`src/rtl/ea_pkg.sv`:
```
package ea_pkg;
  localparam int unsigned AW = 16;

  typedef enum logic [2:0] {
    M_DIRECT   = 3'd0,
    M_REG      = 3'd1,
    M_BASE_D   = 3'd2,
    M_INDEX_D  = 3'd3,
    M_BASE_IDX = 3'd4,
    M_FULL     = 3'd5
  } ea_mode_e;

  typedef enum logic {
    SEG_DATA  = 1'b0,
    SEG_STACK = 1'b1
  } ea_seg_e;
endpackage

```
`src/rtl/ea_disp_ext.sv`:
```
module ea_disp_ext #(
  parameter int W = 16,
  parameter int NW = 8
) (
  input  logic [W-1:0] disp_i,
  input  logic         wide_i,
  output logic [W-1:0] disp_o
);
  localparam int PAD = W - NW;
  logic [W-1:0] narrow_ext;

  generate
    if (PAD > 0) begin : g_ext
      assign narrow_ext = {{PAD{disp_i[NW-1]}}, disp_i[NW-1:0]};
    end else begin : g_noext
      assign narrow_ext = disp_i;
    end
  endgenerate

  assign disp_o = wide_i ? disp_i : narrow_ext;
endmodule

```
`src/rtl/ea_operand_sel.sv`:
```
module ea_operand_sel
  import ea_pkg::*;
#(
  parameter int W = 16
) (
  input  logic [2:0]   mode_i,
  input  logic         base_sel_i,
  input  logic         idx_sel_i,
  input  logic         ind_use_idx_i,
  input  logic [W-1:0] base_d_i,
  input  logic [W-1:0] base_s_i,
  input  logic [W-1:0] idx_a_i,
  input  logic [W-1:0] idx_b_i,
  output logic [W-1:0] term_a_o,
  output logic [W-1:0] term_b_o,
  output logic         use_disp_o,
  output logic         stack_o
);
  logic [W-1:0] base_v, idx_v;

  assign base_v = base_sel_i ? base_s_i : base_d_i;
  assign idx_v  = idx_sel_i  ? idx_b_i  : idx_a_i;

  always_comb begin
    term_a_o   = '0;
    term_b_o   = '0;
    use_disp_o = 1'b0;
    stack_o    = SEG_DATA;
    case (ea_mode_e'(mode_i))
      M_REG: begin
        term_a_o = ind_use_idx_i ? idx_v : base_v;
        stack_o  = !ind_use_idx_i && base_sel_i;
      end
      M_BASE_D: begin
        term_a_o   = base_v;
        use_disp_o = 1'b1;
        stack_o    = base_sel_i;
      end
      M_INDEX_D: begin
        term_a_o   = idx_v;
        use_disp_o = 1'b1;
      end
      M_BASE_IDX: begin
        term_a_o = base_v;
        term_b_o = idx_v;
        stack_o  = base_sel_i;
      end
      M_FULL: begin
        term_a_o   = base_v;
        term_b_o   = idx_v;
        use_disp_o = 1'b1;
        stack_o    = base_sel_i;
      end
      default: use_disp_o = 1'b1;
    endcase
  end

  // combining two registers never folds in the displacement.
  always_comb begin
    if (mode_i == M_BASE_IDX) assert (!use_disp_o);
  end

  // index-only and direct forms never report the stack segment.
  always_comb begin
    if (mode_i == M_INDEX_D || mode_i == M_DIRECT) assert (!stack_o);
  end
endmodule

```
`src/rtl/ea_adder3.sv`:
```
module ea_adder3 #(
  parameter int W = 16
) (
  input  logic [W-1:0] a_i,
  input  logic [W-1:0] b_i,
  input  logic [W-1:0] d_i,
  input  logic         use_d_i,
  output logic [W-1:0] sum_o
);
  logic [W-1:0] d_g;

  assign d_g   = use_d_i ? d_i : '0;
  assign sum_o = a_i + b_i + d_g;
endmodule

```
`src/rtl/ea_offset_gen.sv`:
```
module ea_offset_gen
  import ea_pkg::*;
#(
  parameter int W = AW,
  parameter int NW = 8
) (
  input  logic         clk,
  input  logic         rst,
  input  logic         req_i,
  input  logic [2:0]   mode_i,
  input  logic         base_sel_i,
  input  logic         idx_sel_i,
  input  logic         ind_use_idx_i,
  input  logic         disp_wide_i,
  input  logic [W-1:0] disp_i,
  input  logic [W-1:0] base_d_i,
  input  logic [W-1:0] base_s_i,
  input  logic [W-1:0] idx_a_i,
  input  logic [W-1:0] idx_b_i,
  output logic [W-1:0] offset_o,
  output logic         seg_o,
  output logic         valid_o
);
  logic [W-1:0] disp_x, term_a, term_b, sum;
  logic         use_disp, stack;

  ea_disp_ext #(.W(W), .NW(NW)) u_ext (
    .disp_i (disp_i),
    .wide_i (disp_wide_i),
    .disp_o (disp_x)
  );

  ea_operand_sel #(.W(W)) u_sel (
    .mode_i        (mode_i),
    .base_sel_i    (base_sel_i),
    .idx_sel_i     (idx_sel_i),
    .ind_use_idx_i (ind_use_idx_i),
    .base_d_i      (base_d_i),
    .base_s_i      (base_s_i),
    .idx_a_i       (idx_a_i),
    .idx_b_i       (idx_b_i),
    .term_a_o      (term_a),
    .term_b_o      (term_b),
    .use_disp_o    (use_disp),
    .stack_o       (stack)
  );

  ea_adder3 #(.W(W)) u_add (
    .a_i     (term_a),
    .b_i     (term_b),
    .d_i     (disp_x),
    .use_d_i (use_disp),
    .sum_o   (sum)
  );

  always_ff @(posedge clk) begin
    if (rst) begin
      offset_o <= '0;
      seg_o    <= SEG_DATA;
      valid_o  <= 1'b0;
    end else begin
      valid_o <= req_i;
      if (req_i) begin
        offset_o <= sum;
        seg_o    <= stack;
      end
    end
  end

  p_valid_follows_req_r10: assert property (@(posedge clk) disable iff (rst)
    req_i |=> valid_o);
  p_no_spurious_valid_r10: assert property (@(posedge clk) disable iff (rst)
    !req_i |=> !valid_o);
  p_hold_when_idle_r10: assert property (@(posedge clk) disable iff (rst)
    !req_i |=> ($stable(offset_o) && $stable(seg_o)));
  p_direct_wide_r1: assert property (@(posedge clk) disable iff (rst)
    (req_i && mode_i == M_DIRECT && disp_wide_i) |=>
      (offset_o == $past(disp_i) && seg_o == SEG_DATA));
  p_stack_pair_r9: assert property (@(posedge clk) disable iff (rst)
    (req_i && mode_i == M_BASE_IDX && base_sel_i) |=> seg_o == SEG_STACK);
  p_reset_clear_r11: assert property (@(posedge clk)
    rst |=> (!valid_o && offset_o == '0 && !seg_o));
endmodule

```
`config.mk`:
```
export PLATFORM = sky130hd
export DESIGN_NAME = ea_offset_gen
export DESIGN_NICKNAME = d
export VERILOG_FILES = /design/src/rtl/ea_pkg.sv /design/src/rtl/ea_disp_ext.sv /design/src/rtl/ea_operand_sel.sv /design/src/rtl/ea_adder3.sv /design/src/rtl/ea_offset_gen.sv
export SDC_FILE = /design/constraint.sdc
export NUM_CORES = 1
export LEC_CHECK = 0
export ABC_AREA = 1
export BUFFER_PORTS_ARGS = -buffer_cell sky130_fd_sc_hd__buf_2
export CAP_MARGIN = 10
export CORE_UTILIZATION = 29
export CTS_BUF_LIST = sky130_fd_sc_hd__clkbuf_2 sky130_fd_sc_hd__clkbuf_4 sky130_fd_sc_hd__clkbuf_8
export CTS_CLUSTER_SIZE = 30
export DETAILED_ROUTE_END_ITERATION = 10
export GPL_TIMING_DRIVEN = 0
export HOLD_SLACK_MARGIN = 0.1
export PLACE_DENSITY = 0.5
export SETUP_SLACK_MARGIN = 0.2
export SLEW_MARGIN = 20
export SYNTH_ARGS = -nofsm -noshare
export SYNTH_HDL_FRONTEND = slang
export SYNTH_SLANG_ARGS = --single-unit
```
`constraint.sdc`:
```
create_clock -name clk -period 6.4 [get_ports clk]
set_input_delay 0.96 -clock clk [delete_from_list [all_inputs] [get_ports clk]]
set_output_delay 0.96 -clock clk [all_outputs]
set_load 0.01 [all_outputs]
```
==> results.json <==
{
  "max-slew-margin-rel": 0.696,
  "syn_nets": 589,
  "critPathMaxFanout": 8,
  "layout.cells.non_filler": 684,
  "cts_tree": "built",
  "synthTopCellsByCount": "nand2_1 (172), inv_1 (63), a21oi_1 (45), nor2_1 (45), nand3_1 (20)",
  "finalHoldViolCount": 0,
  "path_clk_slew_ns": 0.07,
  "fin_setup_tns_ns": 0,
  "synth_area_mm2": 0.00271,
  "layout.core_utilization": 0.384,
  "wl_per_cell_um": 11.3,
  "cts_setup_buffers": 0,
  "outcome": "finished clean",
  "final_area_mm2": 0.00342,
  "viasPerCell": 4.60,
  "cts_resized": 0,
  "grt_max_degree": 11,
  "drt-initial-drc-count": 85,
  "rsz0062_at_grt": "no",
  "layout.nets": 697,
  "vdd_drop_max_v": 0.0000653,
  "dr.pass1.iters": 4,
  "finalMaxSlewViolations": 0,
  "grt_pass1_wl_mm": 13.3,
  "crit_path_max_incr_delay_ns": 0.44,
  "ys_top_cells_by_area": "nand2_1 (24%), dfxtp_1 (13%), fa_1 (12%), inv_1 (8.7%), a21oi_1 (8.3%)",
  "initial_utilization": 0.305,
  "htreeDepth": 1,
  "drive_gt1_frac": 0.234,
  "syn_inst": 469,
  "core_area_mm2": 0.00889,
  "power_density_mw_per_mm2": 157,
  "synthArstFlopShare": 0,
  "antenna_cells": 0,
  "crit_path_start_kind": "input pin",
  "rows": 34,
  "placed_cells": 680,
  "grt_pass1_vias": 3178,
  "max_cap_violations": 0,
  "ant_nets": 0,
  "vias": 3149,
  "syn2layout_area_growth_pct": 26.0,
  "cts-root-buf": "clkbuf_8",
  "ys_warn_count": 0,
  "clk_latency_ns": 0.25,
  "avgSynthCellArea_um2": 5.78,
  "cts_buffers": 3,
  "hp-start": "offset_o[8]",
  "place_area_mm2": 0.00336,
  "synth_seq_cells": 18,
  "synth_top_area_share": 0.238,
  "slowest_stage": "fa_1",
  "post-route-min-period_ns": 3.91,
  "power_w": 0.000537,
  "cts_hold_buf": 0,
  "cts_sinks": 18,
  "antenna_found_initial": 0,
  "wirelength_mm": 7.72,
  "synth.distinct_cells": 35,
  "cp_common_cell": "inv_1",
  "die_h_um": 98.7,
  "ys.flop_type": "dfxtp_1",
  "ff2ff_path_depth": 4,
  "min_period_over_period": 0.611,
  "critPathLaunch": "mode_i[2]",
  "yosysMostFrequentCell": "nand2_1",
  "grt_overflow": 0,
  "rr_startpoint": "offset_o[9]",
  "numPortBuffers": 103,
  "drc_errors": 0,
  "finClkSkew_ns": 0,
  "detailed_place_hpwl_mm": 6.86,
  "leakage_nw": 2.06,
  "setup_viol": 0,
  "dieWidth_um": 98.7,
  "critPathCapture": "offset_o[9]",
  "critPathKind": "input pin to flop",
  "hp-class": "flop to flop",
  "critPathArrivalTime_ns": 4.06,
  "timing.rr.end": "offset_o[9]",
  "dieArea_mm2": 0.00974,
  "tightest_slew_ns": 0.456,
  "crit_required_ns": 6.54,
  "yosys.area.top_type": "nand2_1",
  "nFillCells": 1015,
  "rrSetupSlack_ns": 5.71,
  "fmax_mhz": 256,
  "io_pins": 108,
  "synth-seq-area-share": 0.133,
  "synth_edf_count": 0,
  "gr-usage-all-layers": 0.166,
  "gp_congestion": 0.883,
  "clk_path_buf_depth": 2,
  "worstSetupEndpointType": "flop"
}
power by group:
| part | switching, W | leakage [nW] | internal [W] | total (W) |
|---|---|---|---|---|
| Sequential | 0.00000612 | 0.150 | 0.000126 | 0.000132 |
| Clock | 0.0000361 | 0.0288 | 0.0000546 | 0.0000906 |
| Combinational | 0.000192 | 1.89 | 0.000122 | 0.000314 |
| Total | 0.000234 | 2.06 | 0.000303 | 0.000537 |
placed cells by master (no fill, tap or decap), types with 6 or more instances in the layout:
cell | synthesis | routed
fa_1 | 16 | 16
nor2_1 | 45 | 45
a21oi_1 | 45 | 45
ha_1 | 14 | 14
clkbuf_1 | 9 | 9
nand2_2 | 6 | 6
inv_1 | 63 | 63
xor2_1 | 6 | 6
nand2_1 | 172 | 172
o21ai_0 | 19 | 19
nand3_1 | 20 | 20
buf_2 | 2 | 105
dfxtp_1 | 18 | 18
critical path: cells and delay by family:
kind / cells / cell delay [ns]
adders and majority gates: 3 / 1.04
and+or+nand+nor: 9 / 0.87
buffers and inverters: 9 / 0.74
AOI/OAI and AO/OA: 4 / 0.44
final cells by class:
class	instances	area, um2	area share
Clock buffer	4	55.1	0.0161
Buffer	15	85.1	0.0249
Tap cell	108	135	0.0395
Sequential cell	18	360	0.105
Multi-Input combinational cell	365	2000	0.584
Timing Repair Buffer	103	515	0.151
Inverter	71	270	0.0791
metal layers:
metal | wire length [um] | track usage | part of all wire
met4 | 184 | 0.0413 | 0.024
met1 | 3480 | 0.194 | 0.45
met5 | 0 | 0 | 0
met3 | 288 | 0.0220 | 0.037
met2 | 3770 | 0.317 | 0.49
state kept, by name, indices dropped and copies added, names as in the netlist:
| name | cells |
|---|---|
| seg_o | 1 |
| valid_o | 1 |
| offset_o | 16 |
kinds of logic (layout without fill, tap and decap cells):
logic type | count (synthesis) | after routing | synth area share
AO/OA/AOI/OAI | 75 | 75 | 0.149
XOR/XNOR | 7 | 7 | 0.0226
adder cells (fa/ha/maj) | 30 | 30 | 0.183
buffers and inverters | 86 | 193 | 0.131
flip-flops | 18 | 18 | 0.133
multiplexers | 2 | 2 | 0.00738
AND/OR/NAND/NOR | 251 | 251 | 0.374
metrics by stage:
step	hold slack, ns	setup WS [ns]
2_1_floorplan	0.516	2.81
3_3_place_gp	0.475	2.25
3_5_place_dp	0.484	2.21
4_1_cts	0.500	2.47
5_1_grt	0.538	2.15
6_report	0.495	2.49
worst min path at each step:
stage	end	slack (ns)	cells after the start
floorplan	offset_o[11]	0.52	2
global placement	offset_o[0]	0.47	2
detailed placement	seg_o	0.48	2
CTS	seg_o	0.50	2
global route	offset_o[8]	0.54	2
finish	offset_o[8]	0.50	2
No activity file was read; power rests on OpenSTA's default activity.
